<file path="config.mk">
export PLATFORM = sky130hd
export DESIGN_NAME = line_tx_patgen
export DESIGN_NICKNAME = d
export VERILOG_FILES = /design/src/rtl/ltx_pkg.sv /design/src/rtl/ltx_src_fsm.sv /design/src/rtl/ltx_prbs.sv /design/src/rtl/ltx_loopcode.sv /design/src/rtl/ltx_line_enc.sv /design/src/rtl/line_tx_patgen.sv
export SDC_FILE = /design/constraint.sdc
export NUM_CORES = 1
export LEC_CHECK = 0
export ABC_CLOCK_PERIOD_IN_PS = 3600
export BUFFER_PORTS_ARGS = -buffer_cell sky130_fd_sc_hd__buf_2
export CAP_MARGIN = 20
export CORE_MARGIN = 4
export CORE_UTILIZATION = 35
export CTS_CLUSTER_DIAMETER = 60
export DETAILED_ROUTE_END_ITERATION = 16
export HOLD_SLACK_MARGIN = 0.15
export SLEW_MARGIN = 20
export SYNTH_ARGS = -nofsm -noshare
export SYNTH_HDL_FRONTEND = slang
export SYNTH_SLANG_ARGS = --single-unit
</file>
<file path="constraint.sdc">
create_clock -name clk -period 3.6 [get_ports clk]
set_input_delay 0.72 -clock clk [delete_from_list [all_inputs] [get_ports clk]]
set_output_delay 0.72 -clock clk [all_outputs]
set_load 0.005 [all_outputs]
</file>
<file path="src/rtl/ltx_pkg.sv">
package ltx_pkg;

    // Bit source, listed from highest to lowest priority
    typedef enum logic [2:0] {
        SRC_ONES = 3'd0,
        SRC_ALT  = 3'd1,
        SRC_PRBS = 3'd2,
        SRC_LOOP = 3'd3,
        SRC_DATA = 3'd4
    } src_e;

    // Violation arming state of the line encoder
    typedef enum logic {
        ENC_DISARMED = 1'b0,
        ENC_ARMED    = 1'b1
    } enc_e;

endpackage

</file>
<file path="src/rtl/ltx_src_fsm.sv">
module ltx_src_fsm
    import ltx_pkg::*;
(
    input  logic clk,
    input  logic rst_n,
    input  logic tx_ce,
    input  logic ctl_tx_en,
    input  logic ctl_auto_ones,
    input  logic rx_carrier_loss,
    input  logic rx_all_ones,
    input  logic ctl_alt,
    input  logic ctl_prbs,
    input  logic ctl_loop,
    input  logic data_in,
    input  logic prbs_bit,
    input  logic loop_bit,
    output src_e src_q,
    output logic prbs_adv,
    output logic loop_run,
    output logic bit_out
);

    src_e src_d;
    logic alt_ph;
    logic auto_hit;

    assign auto_hit = ctl_auto_ones && (rx_carrier_loss || rx_all_ones);

    // Next source by fixed priority
    always_comb begin
        if (!ctl_tx_en || auto_hit) begin
            src_d = SRC_ONES;
        end else if (ctl_alt) begin
            src_d = SRC_ALT;
        end else if (ctl_prbs) begin
            src_d = SRC_PRBS;
        end else if (ctl_loop) begin
            src_d = SRC_LOOP;
        end else begin
            src_d = SRC_DATA;
        end
    end

    // State register
    always_ff @(posedge clk or negedge rst_n) begin
        if (!rst_n) begin
            src_q <= SRC_ONES;
        end else begin
            src_q <= src_d;
        end
    end

    // Alternation phase: restarts at one whenever the state is left
    always_ff @(posedge clk or negedge rst_n) begin
        if (!rst_n) begin
            alt_ph <= 1'b1;
        end else if (src_q != SRC_ALT) begin
            alt_ph <= 1'b1;
        end else if (tx_ce) begin
            alt_ph <= ~alt_ph;
        end
    end

    // Outputs by state
    always_comb begin
        prbs_adv = 1'b0;
        loop_run = 1'b0;
        bit_out  = 1'b1;
        unique case (src_q)
            SRC_ONES: bit_out = 1'b1;
            SRC_ALT:  bit_out = alt_ph;
            SRC_PRBS: begin
                bit_out  = prbs_bit;
                prbs_adv = tx_ce;
            end
            SRC_LOOP: begin
                bit_out  = loop_bit;
                loop_run = 1'b1;
            end
            SRC_DATA: bit_out = data_in;
            default:  bit_out = 1'b1;
        endcase
    end


    ones_when_disabled_chk: assert property (@(posedge clk) disable iff (!rst_n)
        !ctl_tx_en |=> (src_q == SRC_ONES));


    auto_ones_chk: assert property (@(posedge clk) disable iff (!rst_n)
        (ctl_tx_en && ctl_auto_ones && (rx_carrier_loss || rx_all_ones)) |=> (src_q == SRC_ONES));


    alt_over_prbs_chk: assert property (@(posedge clk) disable iff (!rst_n)
        (ctl_tx_en && !ctl_auto_ones && ctl_alt) |=> (src_q == SRC_ALT));


    alt_toggle_chk: assert property (@(posedge clk) disable iff (!rst_n)
        (src_q == SRC_ALT && tx_ce) |=> (src_q != SRC_ALT) || (alt_ph != $past(alt_ph)));

endmodule

</file>
<file path="src/rtl/ltx_prbs.sv">
module ltx_prbs #(
    parameter int E1_LEN = 15,
    parameter int E1_TAP = 14,
    parameter int T1_LEN = 20,
    parameter int T1_TAP = 17
) (
    input  logic clk,
    input  logic rst_n,
    input  logic e1_mode,
    input  logic adv,
    output logic bit_o
);

    localparam int SR_W = (T1_LEN > E1_LEN) ? T1_LEN : E1_LEN;

    logic [SR_W-1:0] sr;
    logic            fb;
    logic            win_zero;

    always_comb begin
        if (e1_mode) begin
            bit_o    = sr[E1_LEN-1];
            fb       = sr[E1_LEN-1] ^ sr[E1_TAP-1];
            win_zero = (sr[E1_LEN-1:0] == '0);
        end else begin
            bit_o    = sr[T1_LEN-1];
            fb       = sr[T1_LEN-1] ^ sr[T1_TAP-1];
            win_zero = (sr[T1_LEN-1:0] == '0);
        end
    end

    // A zero window (possible after a mode change) is reseeded to all ones
    always_ff @(posedge clk or negedge rst_n) begin
        if (!rst_n) begin
            sr <= '1;
        end else if (win_zero) begin
            sr <= '1;
        end else if (adv) begin
            sr <= {sr[SR_W-2:0], fb};
        end
    end


    prbs_nonzero_chk: assert property (@(posedge clk) disable iff (!rst_n)
        adv |=> (sr != '0));


    prbs_hold_chk: assert property (@(posedge clk) disable iff (!rst_n)
        (!adv && !win_zero) |=> $stable(sr));

endmodule

</file>
<file path="src/rtl/ltx_loopcode.sv">
module ltx_loopcode #(
    parameter int CODE_W   = 8,
    parameter int LEN_SEL_W = 2,
    parameter int LOOP_MIN = 5,
    parameter int LOOP_MAX = 7
) (
    input  logic                 clk,
    input  logic                 rst_n,
    input  logic                 run,
    input  logic                 adv,
    input  logic [LEN_SEL_W-1:0] len_sel,
    input  logic [CODE_W-1:0]    code,
    output logic                 bit_o
);

    localparam int IDX_W    = $clog2(CODE_W);
    localparam int SPAN     = LOOP_MAX - LOOP_MIN;
    localparam logic [IDX_W-1:0] MIN_LAST = IDX_W'(LOOP_MIN - 1);
    localparam logic [IDX_W-1:0] MAX_LAST = IDX_W'(LOOP_MAX - 1);

    logic [IDX_W-1:0] idx;
    logic [IDX_W-1:0] last_idx;

    always_comb begin
        if (int'(len_sel) >= SPAN) begin
            last_idx = MAX_LAST;
        end else begin
            last_idx = MIN_LAST + IDX_W'(len_sel);
        end
    end

    assign bit_o = code[CODE_W-1-int'(idx)];

    always_ff @(posedge clk or negedge rst_n) begin
        if (!rst_n) begin
            idx <= '0;
        end else if (!run) begin
            idx <= '0;
        end else if (adv) begin
            idx <= (idx >= last_idx) ? '0 : idx + 1'b1;
        end
    end


    loop_idx_range_chk: assert property (@(posedge clk) disable iff (!rst_n)
        idx <= MAX_LAST);


    loop_restart_chk: assert property (@(posedge clk) disable iff (!rst_n)
        !run |=> (idx == '0));

endmodule

</file>
<file path="src/rtl/ltx_line_enc.sv">
module ltx_line_enc
    import ltx_pkg::*;
#(
    parameter int BPV_RUN = 3
) (
    input  logic clk,
    input  logic rst_n,
    input  logic tx_ce,
    input  logic bit_in,
    input  logic ctl_ins_err,
    input  logic ctl_ins_bpv,
    output logic out_pos,
    output logic out_neg
);

    localparam int RUN_W = $clog2(BPV_RUN);
    localparam logic [RUN_W-1:0] RUN_FULL = RUN_W'(BPV_RUN - 1);

    enc_e             enc_st;
    enc_e             enc_nx;
    logic             err_q;
    logic             bpv_q;
    logic             err_rise;
    logic             bpv_rise;
    logic             err_pend;
    logic             bit_tx;
    logic             viol;
    logic             pol;
    logic [RUN_W-1:0] run_q;

    assign err_rise = ctl_ins_err && !err_q;
    assign bpv_rise = ctl_ins_bpv && !bpv_q;
    assign bit_tx   = bit_in ^ err_pend;

    // Registered copies of the controls for edge detection
    always_ff @(posedge clk or negedge rst_n) begin
        if (!rst_n) begin
            err_q <= 1'b0;
            bpv_q <= 1'b0;
        end else begin
            err_q <= ctl_ins_err;
            bpv_q <= ctl_ins_bpv;
        end
    end

    // Pending bit error, used up by the next bit sent
    always_ff @(posedge clk or negedge rst_n) begin
        if (!rst_n) begin
            err_pend <= 1'b0;
        end else if (err_rise) begin
            err_pend <= 1'b1;
        end else if (tx_ce) begin
            err_pend <= 1'b0;
        end
    end

    // Next arming state
    always_comb begin
        enc_nx = enc_st;
        viol   = 1'b0;
        unique case (enc_st)
            ENC_DISARMED: begin
                if (bpv_rise) begin
                    enc_nx = ENC_ARMED;
                end
            end
            ENC_ARMED: begin
                if (tx_ce && bit_tx && (run_q >= RUN_FULL)) begin
                    viol   = 1'b1;
                    enc_nx = bpv_rise ? ENC_ARMED : ENC_DISARMED;
                end
            end
            default: enc_nx = ENC_DISARMED;
        endcase
    end

    // State register
    always_ff @(posedge clk or negedge rst_n) begin
        if (!rst_n) begin
            enc_st <= ENC_DISARMED;
        end else begin
            enc_st <= enc_nx;
        end
    end

    // Run length of ones and last pulse polarity (1 = positive)
    always_ff @(posedge clk or negedge rst_n) begin
        if (!rst_n) begin
            run_q <= '0;
            pol   <= 1'b0;
        end else if (tx_ce) begin
            if (bit_tx) begin
                if (run_q < RUN_FULL) begin
                    run_q <= run_q + 1'b1;
                end
                if (!viol) begin
                    pol <= ~pol;
                end
            end else begin
                run_q <= '0;
            end
        end
    end

    // Rail outputs
    always_ff @(posedge clk or negedge rst_n) begin
        if (!rst_n) begin
            out_pos <= 1'b0;
            out_neg <= 1'b0;
        end else if (tx_ce) begin
            out_pos <= bit_tx && (viol ? pol : !pol);
            out_neg <= bit_tx && (viol ? !pol : pol);
        end
    end


    no_dual_rail_chk: assert property (@(posedge clk) disable iff (!rst_n)
        !(out_pos && out_neg));


    ami_alternate_chk: assert property (@(posedge clk) disable iff (!rst_n)
        (tx_ce && bit_tx && enc_st == ENC_DISARMED) |=> (out_pos == !$past(pol)) && (out_neg == $past(pol)));


    rail_hold_chk: assert property (@(posedge clk) disable iff (!rst_n)
        !tx_ce |=> $stable(out_pos) && $stable(out_neg));


    err_one_shot_chk: assert property (@(posedge clk) disable iff (!rst_n)
        (tx_ce && err_pend && !err_rise) |=> !err_pend);


    bpv_wait_run_chk: assert property (@(posedge clk) disable iff (!rst_n)
        (enc_st == ENC_ARMED && tx_ce && run_q < RUN_FULL) |=> (enc_st == ENC_ARMED));

endmodule

</file>
<file path="src/rtl/line_tx_patgen.sv">
module line_tx_patgen
    import ltx_pkg::*;
#(
    parameter int CODE_W    = 8,
    parameter int LEN_SEL_W = 2,
    parameter int LOOP_MIN  = 5,
    parameter int LOOP_MAX  = 7,
    parameter int BPV_RUN   = 3
) (
    input  logic                 clk,
    input  logic                 rst_n,
    input  logic                 tx_ce,
    input  logic                 e1_mode,
    input  logic                 tx_data,
    input  logic                 ctl_tx_en,
    input  logic                 ctl_auto_ones,
    input  logic                 rx_carrier_loss,
    input  logic                 rx_all_ones,
    input  logic                 ctl_alt,
    input  logic                 ctl_prbs,
    input  logic                 ctl_loop,
    input  logic [LEN_SEL_W-1:0] loop_len,
    input  logic [CODE_W-1:0]    loop_code,
    input  logic                 ctl_ins_err,
    input  logic                 ctl_ins_bpv,
    output logic                 out_pos,
    output logic                 out_neg
);

    src_e src_q;
    logic prbs_adv;
    logic loop_run;
    logic loop_adv;
    logic prbs_bit;
    logic loop_bit;
    logic sel_bit;

    assign loop_adv = loop_run && tx_ce;

    ltx_src_fsm u_src (
        .clk             (clk),
        .rst_n           (rst_n),
        .tx_ce           (tx_ce),
        .ctl_tx_en       (ctl_tx_en),
        .ctl_auto_ones   (ctl_auto_ones),
        .rx_carrier_loss (rx_carrier_loss),
        .rx_all_ones     (rx_all_ones),
        .ctl_alt         (ctl_alt),
        .ctl_prbs        (ctl_prbs),
        .ctl_loop        (ctl_loop),
        .data_in         (tx_data),
        .prbs_bit        (prbs_bit),
        .loop_bit        (loop_bit),
        .src_q           (src_q),
        .prbs_adv        (prbs_adv),
        .loop_run        (loop_run),
        .bit_out         (sel_bit)
    );

    ltx_prbs u_prbs (
        .clk     (clk),
        .rst_n   (rst_n),
        .e1_mode (e1_mode),
        .adv     (prbs_adv),
        .bit_o   (prbs_bit)
    );

    ltx_loopcode #(
        .CODE_W    (CODE_W),
        .LEN_SEL_W (LEN_SEL_W),
        .LOOP_MIN  (LOOP_MIN),
        .LOOP_MAX  (LOOP_MAX)
    ) u_loop (
        .clk     (clk),
        .rst_n   (rst_n),
        .run     (loop_run),
        .adv     (loop_adv),
        .len_sel (loop_len),
        .code    (loop_code),
        .bit_o   (loop_bit)
    );

    ltx_line_enc #(
        .BPV_RUN (BPV_RUN)
    ) u_enc (
        .clk         (clk),
        .rst_n       (rst_n),
        .tx_ce       (tx_ce),
        .bit_in      (sel_bit),
        .ctl_ins_err (ctl_ins_err),
        .ctl_ins_bpv (ctl_ins_bpv),
        .out_pos     (out_pos),
        .out_neg     (out_neg)
    );


    prbs_runs_only_selected_chk: assert property (@(posedge clk) disable iff (!rst_n)
        prbs_adv |-> (src_q == SRC_PRBS) && tx_ce);

endmodule

</file>
# --- Word level (Yosys, flattened, before mapping) ---
# Cells that the tools add are included.
totals:
  reg_bits: 36
  input_bits: 24
  output_inout_bits: 2
  word_cells: 88
op_classes:
  addsub: 4
  order_cmp: 5
  eq_ne: 7
  mux: 32
  bitwise_logic: 7
  n_reduce_logical: 21
op_table:
  columns: ["cell", "count"]
  rows:
  - ["20-bit 2-to-1 mux", 2]
  - ["32-bit by 5-bit < comparator with 1-bit output (second input constant)", 1]
  - ["3-bit 2-to-1 mux", 8]
  - ["20-bit logical NOT", 1]
  - ["1-bit 2-to-1 mux", 17]
  - ["15-bit logical NOT", 1]
  - ["1-bit logical AND", 8]
  - ["3-bit by 2-bit equality test with 1-bit output (second input constant)", 2]
  - ["2-bit nonzero test", 3]
  - ["2-bit greater-or-equal comparator (second input constant)", 2]
  - ["1-bit logical NOT", 4]
  - ["2-bit 2-to-1 mux", 2]
  - ["1-bit NOT", 4]
  - ["1-bit one-hot mux with 4 select lines", 1]
  - ["3-bit by 3-bit subtractor with 4-bit output (first input constant)", 1]
  - ["3-bit by 1-bit adder with 3-bit output (second input constant)", 1]
  - ["3-bit by 2-bit adder with 3-bit output (first input constant)", 1]
  - ["1-bit binary-select mux with 3-bit select", 1]
  - ["3-bit by 1-bit equality test with 1-bit output (second input constant)", 1]
  - ["3-bit equality test (second input constant)", 1]
  - ["3-bit greater-or-equal comparator", 1]
  - ["3-bit by 1-bit inequality test with 1-bit output (second input constant)", 1]
  - ["3-bit AND reduction", 1]
  - ["1-bit XOR", 3]
  - ["7 further kinds", 8]

# --- Longest topological paths before layout ---
# Gate-level depths: netlist of the first run.
logic_depth:
  word_depth: 12
  ltp_mapped: 7
  ltp_nobuf: 7

# --- Hierarchy ---
# A second synthesis of the first run with hierarchy kept.
hier_totals:
  cells_unflattened: 168
  hier_area_um2: 1860.5
modules_own_cells:
  columns: ["module", "n_inst", "cells_each", "area_each_um2", "seq_area_each_um2"]
  rows:
  - ["ltx_prbs", 1, 80, 953.4, 525.5]
  - ["ltx_line_enc", 1, 35, 394.1, 225.2]
  - ["ltx_loopcode", 1, 30, 269.0, 75.1]
  - ["ltx_src_fsm", 1, 22, 237.7, 101.3]
  - ["line_tx_patgen", 1, 1, 6.3, 0.0]

# --- Least setup slack after synthesis of the first run ---
# No wires, ideal clock.
synth_timing:
  kind: "in2reg"
  startpoint: "input port e1_mode"
  endpoint: "register u_enc.run_q[0]"
  setup_time_ps: 126
  t_arrival_ps: 1778
  required_time_ps: 3474
  slack_ps: 1696
  cell_stages: 5
  n_path_buf: 0
  path_cell_list: "mux2i_1 o221ai_1 and3_4 a211oi_4 a311o_1"
synth_between:
  elab_chain_len: 5
  elab_cells_between_ends: 6
  cone_classes: "1 x eq/ne; 3 x mux; 1 x bitwise; 1 x reduce/logical"
synth_rtl:
  columns: ["element", "line", "text"]
  rows:
  - ["from (decl)", "line_tx_patgen.sv:13", "input logic e1_mode,"]
  - ["1-bit 2-to-1 mux *", "ltx_prbs.sv:21", "if (e1_mode) begin"]
  - ["1-bit one-hot mux with 4 select lines *", "ltx_src_fsm.sv:69", "unique case (src_q)"]
  - ["1-bit XOR *", "ltx_line_enc.sv:33", "assign bit_tx = bit_in ^ err_pend;"]
  - ["2-bit inequality test (no line)", null, null]
  - ["2-bit AND reduction (no line)", null, null]
  - ["to (signal assigned)", "ltx_line_enc.sv:94", "run_q <= run_q + 1'b1;"]
  - ["to (decl)", "ltx_line_enc.sv:29", "logic [RUN_W-1:0] run_q;"]
# Every way passes the cells marked *; elsewhere a longest branch is shown, timed or not.
# A chain may end at the register's enable or synchronous reset.

# --- Worst setup path in the final report of the first run ---
layout_timing:
  startpoint: "register u_prbs.sr[6]"
  endpoint: "register u_prbs.sr[18]"
layout_between:
  elab_chain_len: 3
  elab_cells_between_ends: 5
  cone_classes: "2 x mux; 3 x reduce/logical"
layout_rtl:
  columns: ["element", "line", "text"]
  rows:
  - ["from (decl)", "ltx_prbs.sv:16", "logic [SR_W-1:0] sr;"]
  - ["from (signal assigned)", "ltx_prbs.sv:39", "sr <= {sr[SR_W-2:0], fb};"]
  - ["20-bit logical NOT / 15-bit logical NOT (equally long branches)", "ltx_prbs.sv:28, ltx_prbs.sv:24", null]
  - ["1-bit 2-to-1 mux *", "ltx_prbs.sv:21", null]
  - ["20-bit 2-to-1 mux / 2-bit nonzero test (equally long branches)", null, null]
# Marked as above.

==> metrics.txt, run 1 <==
internal power consumption=0.843 mW; crit path to=u_prbs.sr[18]; Syn Nets=about 220; Sw Pwr=~0.33 mW; Area Growth Syn to Fin=16.1%; dominant cells by area after synthesis=dfstp_2 30%, dfrtp_1 20%, nand2_1 9.4%, nand3_1 6.3%, ha_1 2.7%; # port buffers=25; Seq pwr share=53.3%; DRC=0; Pre-antenna DRT Iters=4; Worst path max stage delay=~0.52 ns; Initial Util=35.9%; Hold Crit Depth=2; sequential-to-total area share from yosys stat=50.5%; first-pass GRT wire length=5950 µm; critical path's top delay family=simple AND/OR/NAND/NOR gates; final hold vios=0; Least-Margin Pin Slew=roughly 0.81 ns; ys async rst share=100%; top cell type's share of synthesized area=30.1%; CTS max path bufs=2; worst min path class=reg2reg; Crit. End Element=flop; synthesized area per cell=roughly 9.5 µm²; io pins=26; DIE AREA=0.00647 mm²; total power=1.18 mW; Worst Reg-to-Reg Cells=5; Setup crit start=u_prbs.sr[6]; Clock Power Share=a little over a quarter; CTS sink cnt=36; crit share post-route=53.6%; setup TNS=0 ns; status=completed; Post-DP HPWL=2420 µm; Post-Syn Instances=193; EDFF count, synth=0; Setup-failing EPs final=0; Total Wirelength=between 3000 and 4000 µm; Max VDD drop=0.171 mV; crit-path max FO=13; ys flop type=dfstp_2; FF-to-FF End=u_prbs.sr[18]; post-DR wirelength/cell=12.1 µm; share of cells above drive strength 1=~29%; Synth area leader=dfstp_2; Die Height=80.4 µm; 1st-iter DRT viols=62; Mapped Area=0.00184 mm²; LEAKAGE=0.950 nW; total gr overflow=0; largest net degree at the start of global routing=37; logic gate share of total power=between 20% and 30%; power per cell area=~550 mW/mm²; count leader, synth=nand2_1; Max Slew Vio Count=0; Post-CTS Setup Inserts=0; H-tree depth=2; Via density=4.93; clock buffer count from CTS=5; Slew headroom=between 40% and 50%; Antenna diodes=0; gr usage total=11.7%; total placed instance area=0.00203 mm²; Netlist cell types=42; cts hold-fix bufs=0; final critical-path required period=1.93 ns; nets@finish=between 200 and 250; max-cap violation count=0; Max Freq=around 0.52 GHz; Worst-path clk slew=0.07 ns; CP Data Required Time=between 3 and 4 ns; Bufs and invs on worst path=1; unrepaired setup endpoints after global routing=no; via count=~1400; Worst path depth=5; FF+latch count, synth=36; Synth top cells by count=46 x nand2_1, 23 x nand3_1, 21 x dfstp_2; worst-skew pair later-pin latency=0.28 ns; post-CTS sizing=0; GPL Wtd Cong=0.814; Finished Cell Area=0.00213 mm²; critical-path cell with the highest stage delay=or4_1; CP cell instances=or4_1 -> nor4_1 -> o2111ai_1 -> buf_4 -> nand3_1; CTS tree=done; Setup CP Type=reg2reg; synth warn=0; core area=just over 0.005 mm²; Sw Ratio=28.3%; std cell rows=26; vias in the first global route=1326; r2r setup slk=1.67 ns; post-route ant nets=0; critical path startpoint category=flop; initial antenna violation count=0; CTS root buffer=clkbuf_8; Setup Skew=0.00364 ns; FF-to-FF Start=u_prbs.sr[6]; Die X=80.4 µm; crit path DAT=2.15 ns
-- layer usage --
metal / GRT usage, % / up-vias / routed length [µm]
met4: 3.55 / 0 / 44
met5: 0 / - / 0
li1: - / 719 / -
met2: 18.7 / 27 / 1630
met3: 3.48 / 5 / 155
met1: 15.2 / 674 / 1680
-- cell type report --
type                       instances  area, µm²
fill                             513       2980
sequential                        36        927
multi-input combinational        141        850
timing repair buffer              27        140
clock buffer                       8        100
tap                               70       87.6
inverter                           7       26.3
-- per-stage QoR --
step	setup WS [ns]	hold WS (ns)	util [%]	instances
2_1_floorplan	1.70	0.424	-	193
3_3_place_gp	1.47	0.476	39.8	281
3_5_place_dp	1.46	0.482	39.8	281
4_1_cts	1.65	0.488	41.7	289
5_1_grt	1.45	0.507	41.7	289
6_report	1.67	0.487	41.7	289
-- state kept, by name, indices dropped and copies added, names as in the netlist --
name and count:
u_enc.err_pend 1, u_enc.out_neg 1, u_prbs.sr 20, u_enc.bpv_q 1, u_src.alt_ph 1, u_loop.idx 3, u_enc.out_pos 1, u_enc.enc_st 1
u_enc.run_q 2, u_src.src_q 3, u_enc.err_q 1, u_enc.pol 1
-- worst min-delay path by stage --
stage               slack (ns)          from            to
floorplan                 0.42         rst_n   u_enc.bpv_q
global placement          0.48  u_prbs.sr[6]  u_prbs.sr[6]
detailed placement        0.48     u_enc.pol     u_enc.pol
CTS                       0.49  u_prbs.sr[4]  u_prbs.sr[5]
global route              0.51  u_prbs.sr[4]  u_prbs.sr[4]
finish                    0.49  u_prbs.sr[4]  u_prbs.sr[5]
-- cell usage in the layout (no fill, tap or decap), types with 2 or more instances in the layout --
master | Yosys | final
a21oi_1 | 6 | 6
a22o_1 | 3 | 3
and2_1 | 2 | 2
buf_2 | 1 | 25
buf_4 | 1 | 2
clkbuf_8 | 0 | 7
dfrtp_1 | 15 | 15
dfstp_2 | 21 | 21
ha_1 | 4 | 4
inv_1 | 6 | 6
mux2i_1 | 5 | 5
nand2_1 | 46 | 46
nand3_1 | 23 | 23
nand3b_1 | 2 | 2
nor2_1 | 10 | 10
nor2b_1 | 5 | 5
nor3_1 | 2 | 2
nor4_1 | 4 | 4
o21ai_0 | 3 | 3
or4_1 | 2 | 2
xnor2_1 | 3 | 3
xor2_1 | 2 | 2
-- logic make-up (layout without fill, tap and decap cells) --
logic type | after synthesis | after routing | share of synthesized area (%)
fa+ha+maj | 4 | 4 | 2.73
mux | 5 | 5 | 2.73
simple gates | 103 | 103 | 26.9
xor+xnor | 5 | 5 | 2.39
flops | 36 | 36 | 50.5
compound gates | 24 | 24 | 11.2
buf+inv | 16 | 42 | 3.54
-- power by group through the flow --
stage / clock [mW] / sequential, mW / combinational (mW)
2_1_floorplan: 0 / 0.612 / 0.182
3_5_place_dp: 0 / 0.632 / 0.241
6_report: 0.314 / 0.627 / 0.236
4_1_cts: 0.327 / 0.627 / 0.241
3_3_place_gp: 0 / 0.633 / 0.236
5_1_grt: 0.347 / 0.644 / 0.269
-- tightest hold or removal path: stages, from the launching register on --
cell and delay [ns]:
dfstp_2 0.37, nand2_1 0.05, nand3_1 0.07
Note: power is estimated with default switching activity, not from simulation.
==> inputs of run 2 (changes only) <==
- ABC_CLOCK_PERIOD_IN_PS: 3600 -> 1750
- clock period: 3.6 -> 1.75 ns (I/O delays scaled with it)
==> metrics.txt, run 2 (same netlist as run 1, synthesis figures left out) <==
Setup CP Type=reg2reg; unrepaired setup endpoints after global routing=yes; Setup Skew=0.00426 ns (+0.000618 ns); setup TNS=0 ns (unchanged); Max VDD drop=0.351 mV (+100%); Pre-antenna DRT Iters=6 (+2); clock buffer count from CTS=5 (unchanged); status=completed; Setup-failing EPs final=0 (unchanged); Non-Filler Instances=308 (+6.6%); max reg flops=20 (unchanged); most common cell after layout, fill and taps aside=nand2_1; Worst Reg-to-Reg Cells=5 (unchanged); total placed instance area=0.00217 mm² (+6.9%); DR top layer=met4; share of cells above drive strength 1=37.0% (+7.8 points); wl on met1=1880 µm (+12%); power per cell area=1060 mW/mm² (+91%); worst min path class=in2reg; std cell rows=26 (unchanged); Setup WS pre-CTS=-0.0522 ns (-1.51 ns); final hold vios=0 (unchanged); Die X=80.4 µm (unchanged); Die Height=80.4 µm (unchanged); CTS root buffer=clkbuf_8; io pins=26 (unchanged); Met2 Wirelength=1630 µm (unchanged); CTS tree=done; placed insts=298 (+6.0%); Max Slew Vio Count=0 (unchanged); # port buffers=25 (unchanged); Antenna diodes=0 (unchanged); Post-Route Hold Slack=0.175 ns (-0.312 ns); DRC=0 (unchanged); Via density=4.85 (-1.6%); LEAKAGE=1.04 nW (+9.2%); CTS sink cnt=36 (unchanged); critical path startpoint category=flop; Slew headroom=67.2% (+22 points); vias in the first global route=1445 (+9.0%); top flop regs=u_prbs.sr: 20 flops, u_loop.idx: 3 flops, u_src.src_q: 3 flops; Crit. End Element=flop; first-pass GRT wire length=6380 µm (+7.1%); total gr overflow=0 (unchanged); post-route ant nets=0 (unchanged); gr usage total=12.6% (+0.87 points); routed wl met3=124 µm (-20%); post-DR wirelength/cell=12.0 µm (-0.71%); Area Growth Syn to Fin=25.2%; total power=2.43 mW (+110%); crit-path max FO=6 (-7); Finished Cell Area=0.00230 mm² (+7.9%); crit share post-route=98.8% (+45 points); commonest non-fill, non-tap cells in the layout=45 x nand2_1, 25 x buf_2, 23 x nand3_1; Total Wirelength=3710 µm (+5.8%); nets@finish=265 (+7.7%); via count=1495 (+4.9%); Least-Margin Pin Slew=0.492 ns (-0.319 ns); setup ws final=0.0211 ns (-1.65 ns); H-tree depth=2 (unchanged); 1st-iter DRT viols=93 (+50%); Worst-path clk slew=0.07 ns (about the same); GPL Wtd Cong=0.758 (-7.0%); Max Freq=0.578 GHz (+12%); # fillers=496 (-3.3%); CP Data Required Time=1.92 ns (-1.90 ns); initial antenna violation count=0 (unchanged); worst-skew pair later-pin latency=0.29 ns (about the same); Initial Util=35.9% (unchanged); max-cap violation count=0 (unchanged); CTS max path bufs=2 (unchanged); crit path DAT=1.90 ns (-0.25 ns); Final Core Density=45.0% (+3.3 points); core area=0.00511 mm² (unchanged); Biggest register=u_prbs.sr; Hold Crit Depth=1 (-1); largest net degree at the start of global routing=23 (-38%); DIE AREA=0.00647 mm² (unchanged); final critical-path required period=1.73 ns (-0.200 ns); Post-DP HPWL=2680 µm (+11%)
==> run 2: cell count changes in the layout (fill, tap and decap cells not counted), sizes merged <==
cell,previous run,this run
buf,27,45
clkbuf,8,7
clkinv,0,1
dlygate4sd3,0,1
==> run 2: layer usage <==
layer / vias to the layer above / GRT usage (%)
met5: - / 0
li1: 760 / -
met1: 699 / 16.9
met2: 29 / 19.6
met3: 7 / 2.02
met4: 0 / 6.08
==> run 2: path summary, 6_finish.rpt <==
path	startpoint	endpoint	slack [ns]
max	u_loop.idx[1]	u_enc.run_q[0]	0.02
min reg2reg	u_prbs.sr[4]	u_prbs.sr[5]	0.49
max reg2reg	u_loop.idx[1]	u_enc.run_q[0]	0.02
min	ctl_ins_bpv	u_enc.bpv_q	0.17
max in group asynchronous	rst_n	u_prbs.sr[15]	0.59
min in group asynchronous	rst_n	u_enc.bpv_q	0.56
==> run 2: worst max-delay path, cell delays in order, from the launching register on <==
cell,delay (ns)
dfrtp_2,0.46
mux2i_1,0.15
a221oi_2,0.31
and3_2,0.30
a211oi_4,0.08
a311o_1,0.32
==> run 2: cell type report <==
| cell class | instances | area [µm²] | share of cell area, % |
|---|---|---|---|
| clock inverters | 1 | 5.00 | 0.218 |
| multi-input cells | 141 | 877 | 38.2 |
| inverters | 7 | 26.3 | 1.14 |
| clock buffers | 7 | 76.3 | 3.32 |
| flip-flops and latches | 36 | 928 | 40.4 |
| well taps | 70 | 87.6 | 3.81 |
| repair buffers | 46 | 298 | 13.0 |
==> run 2: what timing repair did <==
action,in CTS,in global routing
endpoints found under the setup margin,3,26
hold buffers,1,0
gates resized for setup,2,7
hold endpoints to repair,15,0
setup buffers,0,1
pin swaps,4,5
==> run 2: report_power, final <==
group / internal (mW) / switching [mW] / leakage [nW]
logic: 0.304 / 0.273 / 0.585
clock network: 0.279 / 0.296 / 0.0422
registers: 1.12 / 0.151 / 0.410
